File: src/rtl/ftsram_pkg.sv
package ftsram_pkg;

    localparam int LANE_W = 9;
    localparam int BURST_LEN = 4;

    typedef enum logic {
        OP_READ  = 1'b0,
        OP_WRITE = 1'b1
    } op_e;

    // low address bits of a burst beat
    function automatic logic [1:0] beat_low(input logic [1:0] start,
                                            input logic [1:0] beat,
                                            input logic       ilv);
        return ilv ? (start ^ beat) : (start + beat);
    endfunction

endpackage

File: src/rtl/ftsram_burst.sv
module ftsram_burst #(
    parameter int AW = 6
) (
    input  logic [AW-1:0] base,
    input  logic [1:0]    beat,
    input  logic          ilv,
    output logic [AW-1:0] eaddr
);
    import ftsram_pkg::*;

    always_comb begin
        eaddr      = base;
        eaddr[1:0] = beat_low(base[1:0], beat, ilv);
    end
endmodule

File: src/rtl/ftsram_merge.sv
module ftsram_merge #(
    parameter int LANES = 2,
    localparam int W = LANES * ftsram_pkg::LANE_W
) (
    input  logic [W-1:0]     old_word,
    input  logic [W-1:0]     new_word,
    input  logic [LANES-1:0] take_new,
    output logic [W-1:0]     merged
);
    import ftsram_pkg::*;

    for (genvar l = 0; l < LANES; l++) begin : g_lane
        assign merged[l*LANE_W +: LANE_W] = take_new[l] ? new_word[l*LANE_W +: LANE_W]
                                                        : old_word[l*LANE_W +: LANE_W];
    end
endmodule

File: src/rtl/ftsram_array.sv
module ftsram_array #(
    parameter int DEPTH = 64,
    parameter int LANES = 2,
    localparam int AW = $clog2(DEPTH),
    localparam int W  = LANES * ftsram_pkg::LANE_W
) (
    input  logic             clk,
    input  logic             we,
    input  logic [AW-1:0]    waddr,
    input  logic [LANES-1:0] wbe,
    input  logic [W-1:0]     wdata,
    input  logic [AW-1:0]    raddr,
    output logic [W-1:0]     rdata
);
    import ftsram_pkg::*;

    logic [W-1:0] mem [DEPTH];

    always_ff @(posedge clk) begin
        if (we) begin
            for (int l = 0; l < LANES; l++) begin
                if (wbe[l]) mem[waddr][l*LANE_W +: LANE_W] <= wdata[l*LANE_W +: LANE_W];
            end
        end
    end

    assign rdata = mem[raddr];
endmodule

File: src/rtl/ftsram_top.sv
module ftsram_top #(
    parameter int DEPTH = 64,
    parameter int LANES = 2,
    localparam int AW = $clog2(DEPTH),
    localparam int W  = LANES * ftsram_pkg::LANE_W
) (
    input  logic             clk,
    input  logic             rst_n,
    input  logic [AW-1:0]    addr,
    input  logic             adv,
    input  logic             wr,
    input  logic [LANES-1:0] byte_we,
    input  logic             en_a,
    input  logic             en_b,
    input  logic             en_c,
    input  logic             interleave,
    input  logic             out_en,
    input  logic             sleep,
    input  logic [W-1:0]     dq_in,
    output logic [W-1:0]     dq_out,
    output logic             dq_oe
);
    import ftsram_pkg::*;

    typedef struct packed {
        logic             act;    // a beat was accepted on the last edge
        op_e              op;
        logic [AW-1:0]    base;
        logic [1:0]       beat;
        logic [LANES-1:0] be;
        logic             pv;     // pending write waiting for commit
        logic [AW-1:0]    paddr;
        logic [LANES-1:0] pbe;
        logic [W-1:0]     pdata;
    } state_t;

    state_t st_d, st_q;

    logic [AW-1:0]    eaddr;
    logic [W-1:0]     arr_rdata;
    logic [LANES-1:0] fwd_lanes;
    logic             accept;

    ftsram_burst #(.AW(AW)) u_burst (
        .base  (st_q.base),
        .beat  (st_q.beat),
        .ilv   (interleave),
        .eaddr (eaddr)
    );

    ftsram_array #(.DEPTH(DEPTH), .LANES(LANES)) u_array (
        .clk   (clk),
        .we    (st_q.pv),
        .waddr (st_q.paddr),
        .wbe   (st_q.pbe),
        .wdata (st_q.pdata),
        .raddr (eaddr),
        .rdata (arr_rdata)
    );

    assign fwd_lanes = (st_q.pv && st_q.paddr == eaddr) ? st_q.pbe : '0;

    ftsram_merge #(.LANES(LANES)) u_merge (
        .old_word (arr_rdata),
        .new_word (st_q.pdata),
        .take_new (fwd_lanes),
        .merged   (dq_out)
    );

    assign accept = !sleep && en_a && en_b && en_c;
    assign dq_oe  = st_q.act && st_q.op == OP_READ && out_en && !sleep;

    always_comb begin
        st_d = st_q;
        // late data of the beat registered on the previous edge
        st_d.pv = st_q.act && st_q.op == OP_WRITE;
        if (st_q.act && st_q.op == OP_WRITE) begin
            st_d.paddr = eaddr;
            st_d.pbe   = st_q.be;
            st_d.pdata = dq_in;
        end
        // command decode
        if (accept && !adv) begin
            st_d.act  = 1'b1;
            st_d.op   = wr ? OP_WRITE : OP_READ;
            st_d.base = addr;
            st_d.beat = 2'd0;
            st_d.be   = byte_we;
        end else if (accept && adv && st_q.act) begin
            st_d.beat = st_q.beat + 2'd1;
            st_d.be   = byte_we;
        end else begin
            st_d.act = 1'b0;
        end
    end

    always_ff @(posedge clk) begin
        if (!rst_n) st_q <= '0;
        else        st_q <= st_d;
    end
endmodule

File: config.mk
export PLATFORM = sky130hd
export DESIGN_NAME = ftsram_top
export DESIGN_NICKNAME = d
export VERILOG_FILES = /design/src/rtl/ftsram_pkg.sv /design/src/rtl/ftsram_burst.sv /design/src/rtl/ftsram_merge.sv /design/src/rtl/ftsram_array.sv /design/src/rtl/ftsram_top.sv
export SDC_FILE = /design/constraint.sdc
export NUM_CORES = 2
export LEC_CHECK = 0
export ABC_AREA = 1
export BUFFER_PORTS_ARGS = -buffer_cell sky130_fd_sc_hd__buf_2
export CORE_ASPECT_RATIO = 0.8
export CORE_MARGIN = 8
export CORE_UTILIZATION = 32
export DETAILED_ROUTE_END_ITERATION = 12
export PLACE_DENSITY_LB_ADDON = 0.12
export SYNTH_ARGS = -nofsm -noshare
export SYNTH_HDL_FRONTEND = slang
export SYNTH_SLANG_ARGS = --single-unit
export TNS_END_PERCENT = 5
File: constraint.sdc
create_clock -name clk -period 2.05 [get_ports clk]
set_input_delay 0.205 -clock clk [delete_from_list [all_inputs] [get_ports clk]]
set_output_delay 0.205 -clock clk [all_outputs]
set_load 0.005 [all_outputs]
# Word level (Yosys, flattened, before mapping)
# Memories as Yosys holds them, arrays and structs flattened.
# Cells that the tools add are included.
[op_classes]
n_reduce_logical = 15
add_sub_neg = 2
n_eq_ne = 2
n_bitwise = 3
muxes = 15
[ops]
columns = ["cell", "n"]
rows = [
  ["$mux W9", 2],
  ["$logic_and A1 B1 Y1", 11],
  ["$mux W1", 9],
  ["$mux W2", 4],
  ["$eq A6 B6 Y1", 1],
  ["$add A2 B1 Y2 const B", 1],
  ["$add A2 B2 Y2", 1],
  ["$logic_not A1 Y1", 2],
  ["$ne A2 B2 Y1 const B", 1],
  ["$not A1 Y1", 2],
  ["$reduce_bool A2 Y1", 1],
  ["$reduce_or A2 Y1", 1],
  ["$xor A2 B2 Y2", 1],
]
[totals]
mem_count = 1
wordCells = 47
ram_bits = 1152
reg_bits = 39
inputBits = 36
[memory_table]
columns = ["name", "words", "word_bits", "read_ports", "rd_ports_with_merged_regs", "write_ports", "line_no", "rtl"]
rows = [
  ["u_array.mem", 64, 18, 1, 0, 1, "ftsram_array.sv:17", "logic [W-1:0] mem [DEPTH];"],
]

# Logic depth before layout (Yosys ltp)
[depth]
ltp_word = 8
mapped_depth = 16
ltp_nobuf = 14

# Modules after synthesis
# Synthesis repeated with hierarchy kept, for this count alone.
[unflattened]
cells_unflattened = 4315
area_unflattened_um2 = 49242.2
[modules_own_cells]
columns = ["mod", "area_each_um2", "n_inst", "seq_area_each_um2", "cells_each"]
rows = [
  ["ftsram_array", 47334.1, 1, 34593.2, 4023],
  ["ftsram_top", 1571.5, 1, 780.7, 214],
  ["ftsram_merge", 232.7, 1, 0.0, 58],
  ["ftsram_burst", 103.8, 1, 0.0, 20],
]

# Worst setup path after synthesis
# OpenSTA, ideal clock, no wires.
[synth_timing]
path_type = "reg-to-reg"
start = "reg st_q[21] (netlist name)"
end = "mem u_array.mem[62][0] (netlist name), enable pin"
arrival_ps = 1795
stages_incl_launch_ff = 5
path_slack_ps = -132
path_buffers = 0
cell_sequence = "dfxtp_1 inv_1 nor3_1 clkinv_1 nor3_1"
[synth_rtl]
columns = ["element", "line_no", "rtl"]
rows = [
  ["from (decl)", "ftsram_top.sv:37", "state_t st_d, st_q;"],
  ["from (signal assigned)", "ftsram_top.sv:99", "else st_q <= st_d;"],
  ["to (decl)", "ftsram_array.sv:17", ""],
]
# No word-level cell before the write port.

# Worst setup path in the final report
[layout_timing]
start = "reg st_q[29] (netlist name)"
end = "out dq_out[3]"
[layout_between]
elab_chain_cells = 6
word_cells_on_any_way = 8
cone_classes = "add/sub: 1; eq/ne: 1; mux: 3; bitwise: 1; reduce/logical: 1; memory: 1"
[layout_lines]
columns = ["element", "line_no", "rtl"]
rows = [
  ["$add A2 B2 Y2 / $xor A2 B2 Y2 (equally long branches)", "ftsram_pkg.sv:15", "return ilv ? (start ^ beat) : (start + beat);"],
  ["$mux W2 *", "ftsram_pkg.sv:15", ""],
  ["named net eaddr[0]", "ftsram_top.sv:39", "logic [AW-1:0] eaddr;"],
  ["branches (longest 3 deep; another with $mem_v2 Z64 W18)", "n/a", ""],
  ["$mux W9 *", "ftsram_merge.sv:13", "assign merged[l*LANE_W +: LANE_W] = take_new[l] ? new_word[l*LANE_W +: LANE_W]"],
  ["to (decl)", "ftsram_top.sv:20", "output logic [W-1:0] dq_out,"],
]
# Mark *: on every way through the listed nets, which the timed path passes.

==> results_dict.tcl <==
set metrics [dict create \
    status "finished, violations left" \
    violations "setup timing" \
    critical_path_class "reg -> out" \
    crit_arrival_ps 3230 \
    grt_pass1_vias 33700 \
    io_buffers 54 \
    wl_um 176000 \
    synth_ff_type "edfxtp_1" \
    setup_slack_ps -1390 \
    cts_tree "done" \
    cts_buffers 139 \
    drc_errors 0 \
    coreArea_um2 156000 \
    synth_edf_count 1152 \
    rrSetupSlack_ps 40 \
    finish.net_count 4829 \
    start_util_pct 32.1 \
    yosys_warnings 0 \
    die_y_um 370 \
    synthesis.area_um2 50100 \
    yosysTopAreaCellShare_pct 69.0 \
    crit_top_cell "buf_12" \
    end_kind "output port" \
    syn_avg_cell_area_um2 11.8 \
    cp_slowest_cell "dfxtp_2" \
    wl_per_cell_um 25.1 \
    vias 35200 \
    place_hpwl_um 110000 \
    fp-row-count 130 \
    slowest_delay_ps 330 \
    grt_pass1_wl_um 246000 \
    synthTopCellsByArea "edfxtp_1 (69%), nand2_1 (7.1%), nand3_1 (6.8%), mux2i_1 (2.3%), nor2_1 (2.2%)" \
    hold_class "in -> reg" \
    cp.required_ps 1850 \
    drv_cap 0 \
    clockRootBuffer "clkbuf_16" \
    worst_pin_slew_ps 644 \
    htree_levels 4 \
    first_iter_violations 3498 \
    netlist_instances 4231 \
    power_mw 52.4 \
    die_w_um 458 \
    seq_area_frac_synth_pct 70.6 \
    drv_slew 0 \
    max_freq_ghz 0.291 \
    area_growth_pct 28.9 \
    whs_path_depth 6 \
    r2r_start "st_q[21]" \
    fin_crit_ps 3440 \
    final_cells 7012 \
    crit_path_start_kind "flop" \
    setup_viol 18 \
    antenna_found_initial 9 \
    hold_ws_ps 74.7 \
    clk_pin_slew_ps 60 \
    grt_max_degree 66 \
    insertion_delay_ps 760 \
    leakage_nw 22.8 \
    gp_congestion 0.849 \
    multi_input_area_um2 14200 \
    crit_path_max_fanout 12 \
    clock_path_buffers 3 \
    yosys.area.top_type "edfxtp_1" \
    ir_drop_v 0.000728 \
    first_pass_iters 6 \
    viasPerCell 5.01 \
    ys_types 34 \
    syn_nets 4268 \
    min_from "sleep" \
    cp_cell_sequence "ha_4 > buf_12 > buf_12 > buf_16 > buf_12 > buf_4 > o21ai_0 > a21oi_2 > nor2_2 > nor2_1 > nand2_2 > nand3_1 > nand3_1 > nand2_2 > buf_2" \
    hold_viol 0 \
    r2r_end "u_array.mem[13][17]" \
    dp_cells 6638 \
    die-area_um2 170000 \
    grt_overflow 0 \
    grt_usage_pct 19.8 \
    fillers 14800 \
    fin_crit_sh_pct 168 \
    slew_headroom_pct 57.0 \
    holdPathEnd "st_q[38]" \
    async_flop_share_pct 0 \
    fin_skew_ps 22.9 \
    p_per_area_nw_per_um2 810 \
    rsz0062_at_grt "true" \
    drive_gt1_share_pct 24.3 \
    regArea_um2 35400 \
    ys_ff_latch 1191 \
    ant_nets 0 \
    r2r_cells 5 \
    ios 55 \
    clkSinkCount 1191 \
]
power breakdown:
part / switching (mW) / internal, mW / total [mW]
Clock: 9.94 / 14.6 / 24.5
Combinational: 0.935 / 0.636 / 1.57
Sequential: 0.00500 / 26.3 / 26.3
Total: 10.9 / 41.5 / 52.4
synthesized netlist by cell type, drive strengths merged (3+ instances only):
master	instances
and2	18
or2	16
o211ai	23
a21boi	182
nor3	117
clkinv	6
edfxtp	1152
mux2i	116
o22ai	3
a21oi	36
nand3	681
buf	174
dfxtp	39
nor2	290
o21ai	159
nand2	946
clkbuf	120
inv	106
nand3b	40
state kept, by name, summed over array words and instances, names as in the netlist:
register,cells
u_array.mem,1152
st_q,39
cells by family (layout without fill, tap and decap cells):
| family | after synthesis | after routing | synth area share, % |
|---|---|---|---|
| compound gates | 403 | 403 | 5.06 |
| fa+ha+maj | 1 | 1 | 0.0250 |
| buf+inv | 406 | 1072 | 3.64 |
| flops | 1191 | 1191 | 70.6 |
| mux | 116 | 116 | 2.32 |
| other cells | 0 | 3 | 0 |
| simple gates | 2114 | 2114 | 18.4 |
final cells by class:
| type | instances | share of cell area, % |
|---|---|---|
| Tap cell | 2112 | 4.09 |
| Inverter | 112 | 0.703 |
| Timing Repair inverter | 1 | 0.0252 |
| Antenna cell | 3 | 0.0116 |
| Clock inverter | 62 | 0.937 |
| Sequential cell | 1191 | 54.8 |
| Timing Repair Buffer | 713 | 11.5 |
| Clock buffer | 184 | 5.97 |
| Multi-Input combinational cell | 2634 | 22.0 |
metrics by stage:
stage               instance area, um^2  util (%)  setup slack (ps)  setup TNS [ps]
finish                            64600      41.3             -1390          -23910
global route                      64600      41.3             -1500          -27130
CTS                               63200      40.4             -1470          -26040
detailed placement                56700      36.3              -822          -17650
global placement                  56700      36.3              -819          -17070
floorplan                         50100         -              -132          -59620
cells in the final DEF (no fill, tap or decap), types with 108 or more instances in the layout:
cell	instances
mux2i_1	113
o21ai_0	124
nand3_1	542
nor2_1	282
nor3_1	108
clkbuf_16	159
nand3_2	125
nand2_1	862
buf_4	448
edfxtp_1	1152
critical path: cells and delay by family (launching register included):
family,cells,cell delay (ps)
buffers and inverters,6,860
flip-flops,1,330
AND/OR/NAND/NOR,6,690
AO/OA/AOI/OAI,2,310
adder cells (fa/ha/maj),1,280
per-layer routing:
metal / track usage, % / up-vias / share of wire [%]
li1: - / 16200 / -
met3: 3.73 / 226 / 6.4
met1: 29.6 / 17600 / 48
met2: 29.6 / 1095 / 44
met4: 4.80 / 6 / 2.2
met5: 0 / - / 0.027
how the worst max path moves through the flow:
stage              from                  to  cells after the start
2_1_floorplan  st_q[21]  u_array.mem[62][0]                      4
3_3_place_gp   st_q[29]           dq_out[9]                     15
3_5_place_dp   st_q[29]           dq_out[2]                     13
4_1_cts        st_q[29]          dq_out[12]                     17
5_1_grt        st_q[29]           dq_out[8]                     14
6_report       st_q[29]           dq_out[3]                     15
what timing repair did:
item / CTS / global route
endpoints found under the setup margin: 130 / 355
pin swaps: 38 / 50
hold buffers: 43 / 0
setup buffers: 30 / 23
endpoints found under the hold margin: 29 / 0
cloned: 14 / 18
gates resized for setup: 231 / 236
Note: power is estimated with default switching activity, not from simulation.
